===== src/rtl/nand_bridge_pkg.sv =====
// Package: shared types and bit positions for the NAND bus bridge.
// Assumes a single NAND data path and at most two chip-select lines
// are routed by the control word.
package nand_bridge_pkg;

    // Phases of one data-window bus cycle.
    typedef enum logic [2:0] {
        PH_IDLE   = 3'd0,
        PH_SETUP  = 3'd1,
        PH_STROBE = 3'd2,
        PH_HOLD   = 3'd3,
        PH_RECOV  = 3'd4
    } phase_e;

    // NAND lines requested by the address of a data-window access.
    typedef struct packed {
        logic wp;
        logic se;
        logic cs;
        logic cle;
        logic ale;
    } pin_req_t;

    // Control word bit positions (software visible).
    localparam int CB_MODE    = 0;
    localparam int CB_MUX     = 1;
    localparam int CB_POL_CS  = 4;
    localparam int CB_POL_SE  = 5;
    localparam int CB_POL_WP  = 6;
    localparam int CB_POL_PRE = 7;
    localparam int CB_RDY_SEL = 8;
    localparam int CB_CS_SEL  = 10;
    localparam int CB_CHIP_EN = 20;

    // Bits that the control register actually stores.
    localparam logic [31:0] CTRL_MASK = 32'h0010_05F3;

    // Status word bit positions.
    localparam int SB_READY = 0;
    localparam int SB_DONE  = 3;

    // Word-address bit positions (byte address bit n is word bit n-2).
    localparam int WB_REGION = 5;  // byte bit 7
    localparam int WB_REGSEL = 0;  // byte bit 2 in the register region
    localparam int WB_LINES  = 0;  // byte bits 6:2 in the data window

    // Larger of two integers, for sizing counters.
    function automatic int max_int(input int a, input int b);
        return (a > b) ? a : b;
    endfunction

endpackage


===== src/rtl/nand_bridge_regs.sv =====
// Control and status registers of the NAND bus bridge.
// Holds the masked control word and assembles the read-only status word.
// Assumes the caller qualifies wr_en with a register-region hit.
module nand_bridge_regs
    import nand_bridge_pkg::*;
#(
    parameter int DW = 32
) (
    input  logic          clk,
    input  logic          rst_n,
    input  logic          wr_en,
    input  logic [DW-1:0] wdata,
    input  logic          done_i,
    input  logic          rdy_i,
    output logic [DW-1:0] ctrl_o,
    output logic [DW-1:0] status_o
);

    localparam logic [DW-1:0] MASK = DW'(CTRL_MASK);

    logic [DW-1:0] ctrl_q;

    // Control register: keeps only the defined bits.
    always_ff @(posedge clk) begin
        if (!rst_n) begin
            ctrl_q <= '0;
        end else if (wr_en) begin
            ctrl_q <= wdata & MASK;
        end
    end

    // Status word: ready pin and completion flag.
    always_comb begin
        status_o           = '0;
        status_o[SB_READY] = rdy_i;
        status_o[SB_DONE]  = done_i;
    end

    assign ctrl_o = ctrl_q;

endmodule


===== src/rtl/nand_bridge_timing.sv =====
// Bus-cycle timing engine of the NAND bus bridge.
// Steps one accepted access through setup, strobe, hold and recovery,
// latches its lines and write byte, captures read data on the last
// strobe clock and owns the sticky completion flag.
// Assumes start is only raised while the engine is idle and that every
// phase length parameter is at least 1.
module nand_bridge_timing
    import nand_bridge_pkg::*;
#(
    parameter int SETUP_CYC     = 1,
    parameter int WR_STROBE_CYC = 2,
    parameter int RD_STROBE_CYC = 2,
    parameter int HOLD_CYC      = 1,
    parameter int RECOV_CYC     = 1,
    parameter int DQ_W          = 8
) (
    input  logic            clk,
    input  logic            rst_n,
    input  logic            start,
    input  logic            start_we,
    input  pin_req_t        start_lines,
    input  logic [DQ_W-1:0] start_wdata,
    input  logic [DQ_W-1:0] dq_i,
    output phase_e          phase_o,
    output logic            done_o,
    output logic            rd_ack_o,
    output logic [DQ_W-1:0] rdata_o,
    output logic            we_o,
    output pin_req_t        lines_o,
    output logic [DQ_W-1:0] wdata_o
);

    localparam int MAXC = max_int(max_int(SETUP_CYC, HOLD_CYC),
                          max_int(RECOV_CYC,
                          max_int(WR_STROBE_CYC, RD_STROBE_CYC)));
    localparam int CW   = $clog2(MAXC) + 1;

    localparam logic [CW-1:0] SETUP_LAST = CW'(SETUP_CYC - 1);
    localparam logic [CW-1:0] WR_LAST    = CW'(WR_STROBE_CYC - 1);
    localparam logic [CW-1:0] RD_LAST    = CW'(RD_STROBE_CYC - 1);
    localparam logic [CW-1:0] HOLD_LAST  = CW'(HOLD_CYC - 1);
    localparam logic [CW-1:0] RECOV_LAST = CW'(RECOV_CYC - 1);

    phase_e          phase_q;
    logic [CW-1:0]   cnt_q;
    logic            done_q;
    logic            rd_ack_q;
    logic [DQ_W-1:0] rdata_q;
    logic            we_q;
    pin_req_t        lines_q;
    logic [DQ_W-1:0] wdata_q;
    logic            last_clk;

    assign last_clk = (cnt_q == '0);

    // Phase sequencer with per-phase down-counter.
    always_ff @(posedge clk) begin
        if (!rst_n) begin
            phase_q  <= PH_IDLE;
            cnt_q    <= '0;
            done_q   <= 1'b1;
            rd_ack_q <= 1'b0;
            rdata_q  <= '0;
            we_q     <= 1'b0;
            lines_q  <= '0;
            wdata_q  <= '0;
        end else begin
            rd_ack_q <= 1'b0;
            case (phase_q)
                PH_IDLE: begin
                    if (start) begin
                        phase_q <= PH_SETUP;
                        cnt_q   <= SETUP_LAST;
                        done_q  <= 1'b0;
                        we_q    <= start_we;
                        lines_q <= start_lines;
                        wdata_q <= start_wdata;
                    end
                end
                PH_SETUP: begin
                    if (last_clk) begin
                        phase_q <= PH_STROBE;
                        cnt_q   <= we_q ? WR_LAST : RD_LAST;
                    end else begin
                        cnt_q <= cnt_q - 1'b1;
                    end
                end
                PH_STROBE: begin
                    if (last_clk) begin
                        if (!we_q) begin
                            rdata_q <= dq_i;
                        end
                        phase_q <= PH_HOLD;
                        cnt_q   <= HOLD_LAST;
                    end else begin
                        cnt_q <= cnt_q - 1'b1;
                    end
                end
                PH_HOLD: begin
                    if (last_clk) begin
                        phase_q <= PH_RECOV;
                        cnt_q   <= RECOV_LAST;
                    end else begin
                        cnt_q <= cnt_q - 1'b1;
                    end
                end
                PH_RECOV: begin
                    if (last_clk) begin
                        phase_q  <= PH_IDLE;
                        done_q   <= 1'b1;
                        rd_ack_q <= ~we_q;
                    end else begin
                        cnt_q <= cnt_q - 1'b1;
                    end
                end
                default: begin
                    phase_q <= PH_IDLE;
                    done_q  <= 1'b1;
                end
            endcase
        end
    end

    assign phase_o  = phase_q;
    assign done_o   = done_q;
    assign rd_ack_o = rd_ack_q;
    assign rdata_o  = rdata_q;
    assign we_o     = we_q;
    assign lines_o  = lines_q;
    assign wdata_o  = wdata_q;

endmodule


===== src/rtl/nand_bridge_pins.sv =====
// NAND pin driver of the NAND bus bridge.
// Decodes the registered phase and latched line requests into device
// pins, applying polarity, chip-select routing and strobe-only select.
// Assumes all inputs come from flops, so the decoded pins are clean.
module nand_bridge_pins
    import nand_bridge_pkg::*;
#(
    parameter int NCS  = 2,
    parameter int DQ_W = 8
) (
    input  phase_e          phase_i,
    input  pin_req_t        lines_i,
    input  logic            we_i,
    input  logic [DQ_W-1:0] wdata_i,
    input  logic            mux_en,
    input  logic            cs_sel,
    input  logic            pol_cs,
    input  logic            pol_se,
    input  logic            pol_wp,
    input  logic            pol_pre,
    output logic [NCS-1:0]  cs_o,
    output logic            cle_o,
    output logic            ale_o,
    output logic            se_o,
    output logic            wp_o,
    output logic            pre_o,
    output logic            we_n,
    output logic            re_n,
    output logic [DQ_W-1:0] dq_o,
    output logic            dq_oe
);

    logic busy;
    logic strobe;
    logic cs_on;

    // Phase decode shared by all pins.
    always_comb begin
        busy   = (phase_i != PH_IDLE);
        strobe = (phase_i == PH_STROBE);
        cs_on  = lines_i.cs & (mux_en ? strobe : busy);
    end

    // One chip-select line per routing choice.
    for (genvar g = 0; g < NCS; g++) begin : g_cs
        assign cs_o[g] = (cs_on && (int'(cs_sel) == g)) ? pol_cs : ~pol_cs;
    end

    // Latch, area and protect lines, pre-charge and strobes.
    always_comb begin
        cle_o = busy & lines_i.cle;
        ale_o = busy & lines_i.ale;
        se_o  = (busy & lines_i.se) ? pol_se : ~pol_se;
        wp_o  = (busy & lines_i.wp) ? pol_wp : ~pol_wp;
        pre_o = (phase_i == PH_SETUP) ? pol_pre : ~pol_pre;
        we_n  = ~(strobe & we_i);
        re_n  = ~(strobe & ~we_i);
        dq_oe = busy & we_i & (phase_i != PH_RECOV);
        dq_o  = wdata_i;
    end

endmodule


===== src/rtl/nand_bus_bridge.sv =====
// Top of the NAND bus bridge.
// Splits host accesses into the register region and the data window,
// starts one bus cycle per accepted window access and stalls further
// window requests until the completion flag is set.
// Assumes the host holds host_req, host_we, host_addr and host_wdata
// stable until host_ack.
module nand_bus_bridge
    import nand_bridge_pkg::*;
#(
    parameter int AW            = 8,
    parameter int DW            = 32,
    parameter int DQ_W          = 8,
    parameter int NCS           = 2,
    parameter int SETUP_CYC     = 1,
    parameter int WR_STROBE_CYC = 2,
    parameter int RD_STROBE_CYC = 2,
    parameter int HOLD_CYC      = 1,
    parameter int RECOV_CYC     = 1
) (
    input  logic            clk,
    input  logic            rst_n,
    input  logic            host_req,
    input  logic            host_we,
    input  logic [AW-3:0]   host_addr,
    input  logic [DW-1:0]   host_wdata,
    output logic            host_ack,
    output logic [DW-1:0]   host_rdata,
    input  logic [NCS-1:0]  nand_rdy_i,
    input  logic [DQ_W-1:0] nand_dq_i,
    output logic [DQ_W-1:0] nand_dq_o,
    output logic            nand_dq_oe,
    output logic            nand_ce_o,
    output logic [NCS-1:0]  nand_cs_o,
    output logic            nand_cle_o,
    output logic            nand_ale_o,
    output logic            nand_se_o,
    output logic            nand_wp_o,
    output logic            nand_pre_o,
    output logic            nand_we_n,
    output logic            nand_re_n
);

    phase_e          phase;
    logic            done;
    logic            rd_ack;
    logic [DQ_W-1:0] rdata;
    logic            cyc_we;
    pin_req_t        cyc_lines;
    logic [DQ_W-1:0] cyc_wdata;
    logic [DW-1:0]   ctrl;
    logic [DW-1:0]   status;
    logic            reg_hit;
    logic            win_hit;
    logic            start;
    logic            ctrl_wr;
    logic            rdy_sel;
    pin_req_t        req_lines;

    // Host decode: region, start of a bus cycle, control write.
    always_comb begin
        reg_hit   = host_req &  host_addr[WB_REGION];
        win_hit   = host_req & ~host_addr[WB_REGION];
        start     = win_hit & (phase == PH_IDLE) & ~rd_ack;
        ctrl_wr   = reg_hit & host_we & host_addr[WB_REGSEL];
        req_lines = pin_req_t'(host_addr[WB_LINES +: 5]);
        rdy_sel   = nand_rdy_i[ctrl[CB_RDY_SEL]];
    end

    // Host response: register reads now, window writes on start, reads on capture.
    always_comb begin
        host_ack   = reg_hit | (start & host_we) | rd_ack;
        host_rdata = '0;
        if (reg_hit && !host_we) begin
            host_rdata = host_addr[WB_REGSEL] ? ctrl : status;
        end else if (rd_ack) begin
            host_rdata = {{(DW-DQ_W){1'b0}}, rdata};
        end
    end

    assign nand_ce_o = ctrl[CB_MODE] & ctrl[CB_CHIP_EN];

    nand_bridge_regs #(
        .DW (DW)
    ) i_regs (
        .clk      (clk),
        .rst_n    (rst_n),
        .wr_en    (ctrl_wr),
        .wdata    (host_wdata),
        .done_i   (done),
        .rdy_i    (rdy_sel),
        .ctrl_o   (ctrl),
        .status_o (status)
    );

    nand_bridge_timing #(
        .SETUP_CYC     (SETUP_CYC),
        .WR_STROBE_CYC (WR_STROBE_CYC),
        .RD_STROBE_CYC (RD_STROBE_CYC),
        .HOLD_CYC      (HOLD_CYC),
        .RECOV_CYC     (RECOV_CYC),
        .DQ_W          (DQ_W)
    ) i_timing (
        .clk         (clk),
        .rst_n       (rst_n),
        .start       (start),
        .start_we    (host_we),
        .start_lines (req_lines),
        .start_wdata (host_wdata[DQ_W-1:0]),
        .dq_i        (nand_dq_i),
        .phase_o     (phase),
        .done_o      (done),
        .rd_ack_o    (rd_ack),
        .rdata_o     (rdata),
        .we_o        (cyc_we),
        .lines_o     (cyc_lines),
        .wdata_o     (cyc_wdata)
    );

    nand_bridge_pins #(
        .NCS  (NCS),
        .DQ_W (DQ_W)
    ) i_pins (
        .phase_i (phase),
        .lines_i (cyc_lines),
        .we_i    (cyc_we),
        .wdata_i (cyc_wdata),
        .mux_en  (ctrl[CB_MUX]),
        .cs_sel  (ctrl[CB_CS_SEL]),
        .pol_cs  (ctrl[CB_POL_CS]),
        .pol_se  (ctrl[CB_POL_SE]),
        .pol_wp  (ctrl[CB_POL_WP]),
        .pol_pre (ctrl[CB_POL_PRE]),
        .cs_o    (nand_cs_o),
        .cle_o   (nand_cle_o),
        .ale_o   (nand_ale_o),
        .se_o    (nand_se_o),
        .wp_o    (nand_wp_o),
        .pre_o   (nand_pre_o),
        .we_n    (nand_we_n),
        .re_n    (nand_re_n),
        .dq_o    (nand_dq_o),
        .dq_oe   (nand_dq_oe)
    );

endmodule


===== config.mk =====
export PLATFORM = sky130hd
export DESIGN_NAME = nand_bus_bridge
export DESIGN_NICKNAME = d
export VERILOG_FILES = /design/src/rtl/nand_bridge_pkg.sv /design/src/rtl/nand_bridge_regs.sv /design/src/rtl/nand_bridge_timing.sv /design/src/rtl/nand_bridge_pins.sv /design/src/rtl/nand_bus_bridge.sv
export SDC_FILE = /design/constraint.sdc
export NUM_CORES = 1
export LEC_CHECK = 0
export CORE_ASPECT_RATIO = 1.75
export CORE_MARGIN = 2
export CORE_UTILIZATION = 60
export DETAILED_ROUTE_END_ITERATION = 10
export DONT_BUFFER_PORTS = 1
export PLACE_DENSITY = 0.77
export SLEW_MARGIN = 5
export SYNTH_ARGS = -nofsm -noshare
export SYNTH_HDL_FRONTEND = slang
export SYNTH_SLANG_ARGS = --single-unit

===== constraint.sdc =====
create_clock -name clk -period 1.9 [get_ports clk]
set_input_delay 0.19 -clock clk [delete_from_list [all_inputs] [get_ports clk]]
set_output_delay 0.19 -clock clk [all_outputs]
set_load 0.01 [all_outputs]

---- Word-level counts from Yosys, hierarchy flattened ----
Cells that the tools add are included.
storage, ports and cells
  bits in registers ....................... 38
  input bits .............................. 52
  output and inout bits ................... 52
operators by class
  reductions and logical operators ........ 16
  eq/ne operators ......................... 11
  add/subtract/negate cells ............... 1
  order comparisons ....................... 1
  mux-type cells .......................... 25
  bitwise gates (word level) .............. 30
operators with widths
  cell                  count
  $mux W21              2
  $and A1 B1 Y1         17
  $mux W3               5
  $pmux W3 S5           1
  $reduce_and A3 Y1     4
  $not A1 Y1            11
  $mux W1               10
  $mux W2               4
  $mux W8               1
  $ne A2 B2 Y1 const B  4
  $pmux W2 S4           1
  $eq A3 B2 Y1 const B  2
  $reduce_and A5 Y1     1
  $ne A2 B1 Y1 const B  2
  $reduce_bool A4 Y1    1
  $eq A3 B1 Y1 const B  1
  $eq A3 B3 Y1 const B  1
  $logic_and A1 B1 Y1   3
  $logic_not A3 Y1      1
  $ne A3 B3 Y1 const B  1
  $pmux W1 S3           1
  $reduce_bool A3 Y1    1
  $reduce_or A3 Y1      1
  $logic_not A2 Y1      1
  other kinds (6)       7

---- Depth between registers and ports, before layout ----
Gate-level depths: netlist of the first run.
  depth after elaboration ................. 7
  mapped depth ............................ 6
  depth with buffers taken out ............ 6

---- By module ----
From an unflattened synthesis of the first run, not the netlist that was laid out.
second synthesis, totals
  cell total of the unflattened synthesis .. 333
  area, all modules ....................... 2862.7 um^2
by module, submodules not included
  module              area an instance (um^2)  cells an instance  instances
  nand_bridge_timing  1252.5                   134                1
  nand_bridge_regs    754.5                    84                 1
  nand_bus_bridge     666.9                    89                 1
  nand_bridge_pins    188.9                    26                 1

---- Least setup slack after synthesis of the first run ----
No wires, ideal clock.
  kind .................................... register -> register
  start point ............................. register i_timing.cnt_q[0]
  end point ............................... register i_timing.cnt_q[0]
  arrival ................................. 1.316 ns
  cell stages (with the launch flop) ...... 7
  slack ................................... 0.464 ns
  library setup time ...................... 0.121 ns
  path through ............................ dfxtp_1 -> inv_1 -> ha_1 -> o31ai_1 -> o21ai_2 -> a211oi_1 -> nor2b_1
on the way
  cells in the longest elaborated chain, start to end .. 3
  elaborated cells between the ends (all ways) .. 8
RTL lines
  item                                                      line                       source
  start, declared                                           nand_bridge_timing.sv:45   logic [CW-1:0] cnt_q;
  start signal, assigned                                    nand_bridge_timing.sv:83   cnt_q <= we_q ? WR_LAST : RD_LAST;
  start signal, assigned                                    nand_bridge_timing.sv:85   cnt_q <= cnt_q - 1'b1;
  start signal, assigned                                    nand_bridge_timing.sv:96   cnt_q <= cnt_q - 1'b1;
  $sub A2 B1 Y2 / $logic_not A2 Y1 (equally long branches)  --
  $mux W2, or another cell as far along                     nand_bridge_timing.sv:108  if (last_clk) begin
  $pmux W2 S4 / $reduce_and A3 Y1 (equally long branches)   --
Parallel ways exist; a longest one is shown, timed or not. The select of a mux whose other input is x is not followed.
A chain may end at the register's enable or synchronous reset.

---- Final worst setup path of the first run ----
  start point ............................. register i_timing.phase_q[0] (netlist: i_timing.phase_o[0])
  end point ............................... output nand_cs_o[0]
on the way
  cells in the longest elaborated chain, start to end .. 5
  elaborated cells between the ends (all ways) .. 6
RTL lines
  item                                                       line                                            source
  start, declared                                            nand_bridge_timing.sv:44                        phase_e phase_q;
  start signal, assigned                                     nand_bridge_timing.sv:59                        phase_q <= PH_IDLE;
  start signal, assigned                                     nand_bridge_timing.sv:72                        phase_q <= PH_SETUP;
  start signal, assigned                                     nand_bridge_timing.sv:82                        phase_q <= PH_STROBE;
  $eq A3 B2 Y1 / $reduce_bool A3 Y1 (equally long branches)  nand_bridge_pins.sv:40, nand_bridge_pins.sv:39
  $mux W1 *                                                  nand_bridge_pins.sv:41                          cs_on = lines_i.cs & (mux_en ? strobe : busy);
  $and A1 B1 Y1 *                                            nand_bridge_pins.sv:41
  $logic_and A1 B1 Y1 *                                      nand_bridge_pins.sv:46                          assign cs_o[g] = (cs_on && (int'(cs_sel) == g)) ? pol_cs : ~pol_cs;
  $mux W1 *                                                  nand_bridge_pins.sv:46
  end, declared                                              nand_bus_bridge.sv:33                           output logic [NCS-1:0] nand_cs_o,
Mark *: on every way between the ends. The rest lies on a longest branch, timed or not.

==> flow_summary.toml, run 1 <==
[yosys]
synth_seq_area_share_pct = 37.2
yosys_warning_total = 0
synth-async-reset-ratio_pct = 0
netlist-cell-type-count = 38
postSynthRegisterBits = 38
post_synth_inst_count = 244
synth.cell_area_um2 = 2040
synthFlopType = "dfxtp_1"
yosys.area.top_type_share_pct = 37.2
synth_enable_flop_cells = 0
syn-mean-instance-area_um2 = 8.37
netlist_top_cells_area = "dfxtp_1 (37%), nand2_1 (11%), a21boi_0 (7.7%), buf_4 (7.7%), mux2i_1 (4.4%)"
largest_area_contributor_in_the_synthesized_netlist = "dfxtp_1"

[critical_path]
worstPathArrival_ns = 1.58
ff2ff_path_depth = 6
chain_of_cells_forming_the_critical_path = "or3_4, nand3_1, nor2_1, xnor2_1"
max_stage_delay_ns = 0.45
critPathKind = "reg -> out"
setup.reg_to_reg.worst_slack_ns = 0.25
cp.buffers_inverters = 0
crit_path_start_kind = "register"
worst_path_max_delay_cell = "or3_4"
crit_path_end_kind = "primary output"
critical-path-top-delay-family = "simple AND/OR/NAND/NOR gates"
worstPathRequired_ns = 1.71
crit-reg2reg-capture = "i_timing.cnt_q[0]"
worstPathMaxFanout = 10
crit-reg2reg-launch = "i_timing.cnt_q[0]"

[routing]
ant_nets = 0
detail_route.first_pass.iterations = 4
wirelength_um = 4100
routed_via_density = 5.30
routed-wl-met3_um = 309
wl_met2_um = 2090
dr_wl_cell_um = 14.2
num_vias = 1526
top_layer_used = "met4"
detail_route.iter0.violations = 30
post-route-drc-count = 0
m1WireLength_um = 1540

[timing]
fin_hold_viols = 0
slew_headroom_pct = 57.9
report.final.setup_viol = 0
timing.clock.skew_ns = 0.0109
highest_achievable_clock_rate_ghz = 0.564
finalWorstPathRequiredPeriod_ns = 1.77
timing.final.max_slew_violations = 0
layout_worst_path_cycle_share_pct = 93.3
setup_total_negative_slack_ns = 0
max_slew.worst_pin.slew_ns = 0.629
grt_setup_unrepaired = "no"

[global_routing]
grt_overflow_total = 0
globalRouteTotalUtil_pct = 22.8
antenna_found_initial = 0
grt_max_degree = 38
grt_pass1_wl_um = 6270
grt_pass1_vias = 1386

[power_and_ir_drop]
power.share.clock_pct = 33.8
internal-power_mw = 1.73
seqPwrFrac_pct = 39.9
p_sw_share_pct = 30.8
cell_pwr_density_nw_per_um2 = 1180
power_spent_charging_and_discharging_nets_mw = 0.771
vdd_drop_max_v = 0.000772
power.share.combinational_pct = 26.3
leakagePower_nw = 0.852

[clocking]
clock_sinks = 38
number_of_buffers_inserted_during_clock_tree_synthesis = 5
cts-htree-levels = 2
cts.path.max_buffers = 2
ctsRootBufferMaster = "clkbuf_8"
worst_setup_hold_path_clk_slew_ns = 0.08
worstSkewPairLatency_ns = 0.29
tritoncts = "built"

[layout]
layout_stage_area_growth_over_the_synthesis_result_pct = 3.61
diode_insertion_count_for_antenna_repair = 0
layout.cell_area.non_filler_um2 = 2120
finish.net_count = 297
fill_cells = 302
fraction_of_final_layout_cells_sized_beyond_drive_strength_1_pct = 7.41

[placed_design]
gpl.final_weighted_congestion = 0.811
place_hpwl_um = 3000
port_buffers = 0
detailed_place.area_um2 = 1960

[die]
floorplan.rows = 28
die_w_um = 48.1
starting_density_of_the_core_pct = 61.4
die_y_um = 81.2
core_area_um2 = 3330
boundaryPins = 104
design.die.area_um2 = 3910

[min_path]
whs_path_depth = 1
min_to = "i_timing.phase_o[2]"
origin_of_the_worst_min_delay_path = "rst_n"
hold_path.class = "in -> reg"

[run]
maxCapViolations = 0

[outcome]
outcome = "finished clean"
## worst max path at each step
stage               cells after the start  slack (ns)           endpoint           startpoint
detailed placement                      6        0.24  i_timing.cnt_q[0]    i_timing.cnt_q[0]
floorplan                               6        0.46  i_timing.cnt_q[0]    i_timing.cnt_q[0]
global placement                        6        0.25  i_timing.cnt_q[0]    i_timing.cnt_q[0]
CTS                                     4        0.03       nand_cs_o[0]  i_timing.phase_o[0]
finish                                  4        0.13       nand_cs_o[0]  i_timing.phase_o[0]
global route                            4        0.04       nand_cs_o[0]  i_timing.phase_o[0]
## per-stage QoR
step / instances / hold WS [ns] / worst slack [ns] / power [mW] / utilization (%)
6_report: 288 / 0.0245 / 0.127 / 2.50 / 63.6
5_1_grt: 288 / 0.0239 / 0.0374 / 2.64 / 63.6
4_1_cts: 288 / 0.0126 / 0.0262 / 2.51 / 63.5
3_5_place_dp: 279 / 0.272 / 0.241 / 1.66 / 58.9
3_3_place_gp: 279 / 0.271 / 0.251 / 1.65 / 58.9
2_1_floorplan: 264 / 0.325 / 0.464 / 1.65 / -
## cells in the mapped netlist, types with 5 or more instances
master / count
a21boi_0: 21
a22o_1: 5
and2_1: 6
buf_4: 21
dfxtp_1: 38
mux2i_1: 9
nand2_1: 60
nor2_1: 7
nor2b_1: 11
o21ai_0: 5
## power groups by stage
stage	Sequential (mW)	Clock [mW]	Combinational, mW
after CTS	0.998	0.858	0.649
final	0.999	0.846	0.657
after global routing	1.02	0.879	0.744
after floorplan	0.975	0	0.675
after global placement	1.01	0	0.634
after detailed placement	1.02	0	0.643
## worst register-to-register path: stages (launching register included)
cell and delay, ns:
dfxtp_1 0.38, inv_1 0.08, ha_1 0.28, o31ai_1 0.36, o21ai_2 0.13, a211oi_1 0.25, nor2b_1 0.06
## area by class of cell
cell class	instances	area (um2)	area share, %
Timing Repair Buffer	4	32.5	1.54
Multi-Input combinational cell	189	1110	52.4
Tap cell	45	56.3	2.66
Inverter	4	15.0	0.709
Sequential cell	38	761	35.9
Clock inverter	2	60.1	2.84
Clock buffer	6	82.6	3.90
## state kept, by name (all words and copies together), names as in the netlist
signal             count
i_timing.wdata_o       8
i_timing.phase_o       3
i_timing.rd_ack_o      1
i_timing.lines_o       5
i_timing.we_o          1
i_timing.cnt_q         2
i_timing.done_o        1
i_regs.ctrl_o          9
i_timing.rdata_o       8
## placed cells by master, fill, tap and decap left out, types with 4 or more instances in the layout
cell	instances
nand2_1	60
dfxtp_1	38
a21boi_0	21
conb_1	21
nor2b_1	11
mux2i_1	9
nor2_1	7
and2_1	6
clkbuf_8	6
a22o_1	5
o21ai_0	5
inv_1	4
xor2_1	4
nand3_1	4
## cell families (layout without fill, tap and decap cells)
family / Yosys count / count (layout) / synth area share, %
muxes: 9 / 9 / 4.41
DFF: 38 / 38 / 37.2
AOI/OAI and AO/OA: 43 / 43 / 15.9
and+or+nand+nor: 107 / 107 / 25.5
buffers and inverters: 37 / 16 / 12.4
adders and majority gates: 3 / 3 / 1.84
xor gates and xnor gates: 6 / 6 / 2.57
other: 1 / 21 / 0.184
## what timing repair did
item                                    CTS  global route
buffers inserted                          0             0
endpoints found under the setup margin    0             2
resized for setup                         0             1
hold endpoints to repair                  1             0
hold buffers                              1             0
## metal layers
metal | GRT usage, % | vias up
met3 | 8.00 | 15
met1 | 24.2 | 684
met2 | 36.5 | 62
met4 | 14.1 | 0
li1 | - | 765
met5 | 0 | -
No activity file was read; power rests on OpenSTA's default activity.
==> run 2: changes to the inputs <==
==> constraint.sdc (replaced) <==
create_clock -name clk -period 1.9 [get_ports clk]
set_input_delay 0.38 -clock clk [delete_from_list [all_inputs] [get_ports clk]]
set_output_delay 0.38 -clock clk [all_outputs]
set_load 0.01 [all_outputs]
==> flow_summary.toml, run 2 (same netlist as run 1, synthesis figures left out) <==
[die]
starting_density_of_the_core_pct = 61.4
floorplan.rows = 28
boundaryPins = 104
die_y_um = 81.2
die_w_um = 48.1
design.die.area_um2 = 3910
core_area_um2 = 3330

[layout]
post_layout_cell_count = 287
ff_latch_area_um2 = 761
fill_cells = 324
layout_common_cells = "nand2_1 (60), dfxtp_1 (38), a21boi_0 (21), conb_1 (21), nor2b_1 (11)"
layout_commonest_cell = "nand2_1"
layout_stage_area_growth_over_the_synthesis_result_pct = 1.10
multi_input_area_um2 = 1120
diode_insertion_count_for_antenna_repair = 0
largest_reg_flops = 9
layout.cell_area.non_filler_um2 = 2070
fraction_of_final_layout_cells_sized_beyond_drive_strength_1_pct = 8.26
finish.net_count = 297

[global_routing]
grt_pass1_vias = 1495
antenna_found_initial = 0
grt_pass1_wl_um = 6480
grt_overflow_total = 0
grt_max_degree = 38
globalRouteTotalUtil_pct = 23.5

[timing]
setup_total_negative_slack_ns = 0
highest_achievable_clock_rate_ghz = 0.543
timing.final.max_slew_violations = 0
slew_headroom_pct = 59.7
grt_setup_unrepaired = "no"
max_slew.worst_pin.slew_ns = 0.602
finalWorstPathRequiredPeriod_ns = 1.84
final_critical_path_setup_slack_ns = 0.0592
layout_worst_path_cycle_share_pct = 96.9
fin_hold_viols = 0
timing.clock.skew_ns = 0.00787
report.final.setup_viol = 0

[placed_design]
dp_cells = 280
port_buffers = 0
place_hpwl_um = 3070
gpl.final_weighted_congestion = 0.800
detailed_place.area_um2 = 1970
pre_cts_worst_setup_slack_ns = 0.218

[clocking]
postCtsHoldBufs = 0
worst_setup_hold_path_clk_slew_ns = 0.07
cts.path.max_buffers = 2
tritoncts = "built"
postCtsResizedCells = 3
worstSkewPairLatency_ns = 0.29
cts-htree-levels = 2
number_of_buffers_inserted_during_clock_tree_synthesis = 5
postCtsSetupRepairBufs = 0
clock_sinks = 38
ctsRootBufferMaster = "clkbuf_8"

[critical_path]
crit_path_end_kind = "primary output"
critPathKind = "reg -> out"
max_stage_delay_ns = 0.49
worst_path_max_delay_cell = "dfxtp_1"
worstPathMaxFanout = 6
timing.critical_path.from = "i_timing.rd_ack_o"
crit_path_start_kind = "register"
chain_of_cells_forming_the_critical_path = "nor2b_1, a22o_1"
crit-reg2reg-launch = "i_timing.cnt_q[0]"
critical-path-top-delay-family = "flip-flops"
worstPathRequired_ns = 1.52
cp.buffers_inverters = 0
worstPathArrival_ns = 1.46

[routing]
num_vias = 1537
detail_route.iter0.violations = 40
routed_via_density = 5.36
wirelength_um = 4190
ant_nets = 0
dr_wl_cell_um = 14.6
detail_route.first_pass.iterations = 4
post-route-drc-count = 0

[power_and_ir_drop]
leakagePower_nw = 0.829
power_spent_charging_and_discharging_nets_mw = 0.771
p_sw_share_pct = 35.1
vdd_drop_max_v = 0.000999
power.share.combinational_pct = 31.9
power.share.clock_pct = 23.7
seqPwrFrac_pct = 44.4
internal-power_mw = 1.42
cell_pwr_density_nw_per_um2 = 1060

[min_path]
hold_path.class = "in -> reg"
origin_of_the_worst_min_delay_path = "rst_n"

[run]
maxCapViolations = 0

[outcome]
outcome = "finished clean"
run 2: path summary, 6_finish.rpt:
| path | to | slack [ns] | cells after the start |
|---|---|---|---|
| min | i_timing.done_o | 0.17 | 1 |
| min reg2reg | i_timing.lines_o[0] | 0.46 | 2 |
| max reg2reg | i_timing.cnt_q[0] | 0.22 | 6 |
| max | host_rdata[5] | 0.06 | 2 |
run 2: layer usage:
layer	global-route usage [%]	vias to the layer above	share of wire, %
met1	24.4	714	38
li1	-	759	-
met3	5.78	11	5.3
met5	0	-	0
met4	14.6	0	3.2
met2	39.6	53	53
run 2: worst register-to-register path, delay by kind of cell, from the launching register on:
family / cells / cell delay, ns
AOI/OAI and AO/OA: 3 / 0.77
DFF: 1 / 0.38
adders and majority gates: 1 / 0.28
buffers and inverters: 1 / 0.08
and+or+nand+nor: 1 / 0.07
run 2: power by group through the flow:
stage          clock, mW  sequential [mW]  combinational, mW
6_report           0.520            0.974              0.700
5_1_grt            0.556            0.990              0.786
4_1_cts            0.538            0.973              0.703
3_5_place_dp           0            0.990              0.684
3_3_place_gp           0            0.986              0.668
2_1_floorplan          0            0.975              0.675
run 2: stage by stage:
step / hold slack [ns] / utilization, % / power (mW)
2_1_floorplan: 0.430 / - / 1.65
3_3_place_gp: 0.442 / 59.1 / 1.65
3_5_place_dp: 0.447 / 59.1 / 1.67
4_1_cts: 0.149 / 62.1 / 2.21
5_1_grt: 0.156 / 62.1 / 2.33
6_report: 0.173 / 62.1 / 2.19
run 2: area by class of cell:
type / count / share of cell area, %
multi-input combinational: 189 / 54.5
clock inverter: 2 / 0.485
tap: 45 / 2.73
sequential: 38 / 36.8
inverter: 4 / 0.727
clock buffer: 5 / 3.33
timing repair buffer: 4 / 1.45
==> run 3: changes to the inputs <==
CTS_BUF_LIST = sky130_fd_sc_hd__clkbuf_8   (was not set)
MAX_ROUTING_LAYER = met4   (was not set)
==> flow_summary.toml, run 3 (same netlist as run 1, synthesis figures left out) <==
[routing]
dr_wl_cell_um = 14.6
top_layer_used = "met4"
routed_via_density = 5.35
detail_route.first_pass.iterations = 4
m1WireLength_um = 1610
num_vias = 1536
detail_route.iter0.violations = 53
post-route-drc-count = 0
wirelength_um = 4180
wl_met2_um = 2220
routed-wl-met3_um = 220
ant_nets = 0

[die]
starting_density_of_the_core_pct = 61.4
core_area_um2 = 3330
floorplan.rows = 28
die_y_um = 81.2
design.die.area_um2 = 3910
boundaryPins = 104
die_w_um = 48.1

[placed_design]
place_hpwl_um = 3070
port_buffers = 0
gpl.final_weighted_congestion = 0.811

[clocking]
ctsRootBufferMaster = "clkbuf_8"
worstSkewPairLatency_ns = 0.29
cts-htree-levels = 2
postCtsSetupRepairBufs = 0
clock_sinks = 38
tritoncts = "built"
worst_setup_hold_path_clk_slew_ns = 0.07
cts.path.max_buffers = 2
postCtsHoldBufs = 0
number_of_buffers_inserted_during_clock_tree_synthesis = 5

[timing]
finalWorstPathRequiredPeriod_ns = 1.84
highest_achievable_clock_rate_ghz = 0.544
timing.clock.skew_ns = 0.00815
grt_setup_unrepaired = "no"
max_slew.worst_pin.slew_ns = 0.605
setup_total_negative_slack_ns = 0
layout_worst_path_cycle_share_pct = 96.7
fin_hold_viols = 0
report.final.setup_viol = 0
timing.final.max_slew_violations = 0
slew_headroom_pct = 59.5

[global_routing]
grt_pass1_vias = 1498
grt_overflow_total = 0
globalRouteTotalUtil_pct = 24.1
grt_max_degree = 38
grt_pass1_wl_um = 6470
antenna_found_initial = 0

[power_and_ir_drop]
power.share.clock_pct = 23.7
internal-power_mw = 1.42
seqPwrFrac_pct = 44.4
power_spent_charging_and_discharging_nets_mw = 0.770
leakagePower_nw = 0.829
p_sw_share_pct = 35.1
total_power_mw = 2.19
cell_pwr_density_nw_per_um2 = 1060
vdd_drop_max_v = 0.000997
power.share.combinational_pct = 31.9

[critical_path]
critPathKind = "reg -> out"
worstPathMaxFanout = 6
crit_path_end_kind = "primary output"
worstPathRequired_ns = 1.52
worstPathArrival_ns = 1.46
crit_path_start_kind = "register"

[layout]
diode_insertion_count_for_antenna_repair = 0
finish.net_count = 297
layout_common_cells = "nand2_1 (60), dfxtp_1 (38), a21boi_0 (21), conb_1 (21), nor2b_1 (11)"
layout_stage_area_growth_over_the_synthesis_result_pct = 1.10
fill_cells = 324
final_core_util_pct = 62.1
largest_reg_flops = 9
fraction_of_final_layout_cells_sized_beyond_drive_strength_1_pct = 8.26
layout_commonest_cell = "nand2_1"

[outcome]
outcome = "finished clean"

[min_path]
hold_path.class = "in -> reg"

[run]
maxCapViolations = 0
[run 3: cell counts in the layout (fill, tap and decap cells not counted)]
No cell type changed its count.
[run 3: metal layers]
| layer | global-route usage [%] | vias up |
|---|---|---|
| li1 | - | 759 |
| met3 | 5.33 | 11 |
| met1 | 24.7 | 713 |
| met4 | 14.6 | 0 |
| met2 | 39.6 | 53 |
| met5 | - | - |
[run 3: final timing paths]
kind | start | endpoint | slack [ns] | cells past startpoint
setup reg to reg | i_timing.cnt_q[0] | i_timing.cnt_q[0] | 0.21 | 6
hold reg to reg | i_timing.lines_o[1] | i_timing.lines_o[1] | 0.46 | 2
setup / recovery | i_timing.rd_ack_o | host_rdata[5] | 0.06 | 2
hold / removal | rst_n | i_timing.done_o | 0.17 | 1
[run 3: layout make-up]
cell class	count	area, um2	share of cell area [%]
Clock buffer	5	68.8	3.33
Inverter	4	15.0	0.727
Sequential cell	38	761	36.8
Timing Repair Buffer	4	30.0	1.45
Clock inverter	2	10.0	0.485
Tap cell	45	56.3	2.73
Multi-Input combinational cell	189	1120	54.5
[run 3: power by group through the flow]
| stage | Combinational (mW) | Sequential [mW] | Clock [mW] |
|---|---|---|---|
| floorplan | 0.675 | 0.975 | 0 |
| global placement | 0.668 | 0.986 | 0 |
| detailed placement | 0.684 | 0.990 | 0 |
| CTS | 0.703 | 0.973 | 0.538 |
| global route | 0.786 | 0.990 | 0.556 |
| finish | 0.700 | 0.974 | 0.520 |
[run 3: timing repair]
item,CTS,global route
setup endpoints to repair,3,2
pin swaps,0,0
gates resized for setup,3,1
[run 3: per-stage QoR]
step	instances	hold WS (ns)	area (um2)	worst slack [ns]
2_1_floorplan	264	0.430	2120	0.276
3_3_place_gp	280	0.442	1970	0.236
3_5_place_dp	280	0.447	1970	0.218
4_1_cts	287	0.149	2070	0.0415
5_1_grt	287	0.156	2070	0.00541
6_report	287	0.170	2070	0.0627
[run 3: worst max-delay path: stages (launching register included)]
cell,delay (ns)
dfxtp_1,0.48
nor2b_1,0.41
a22o_1,0.27
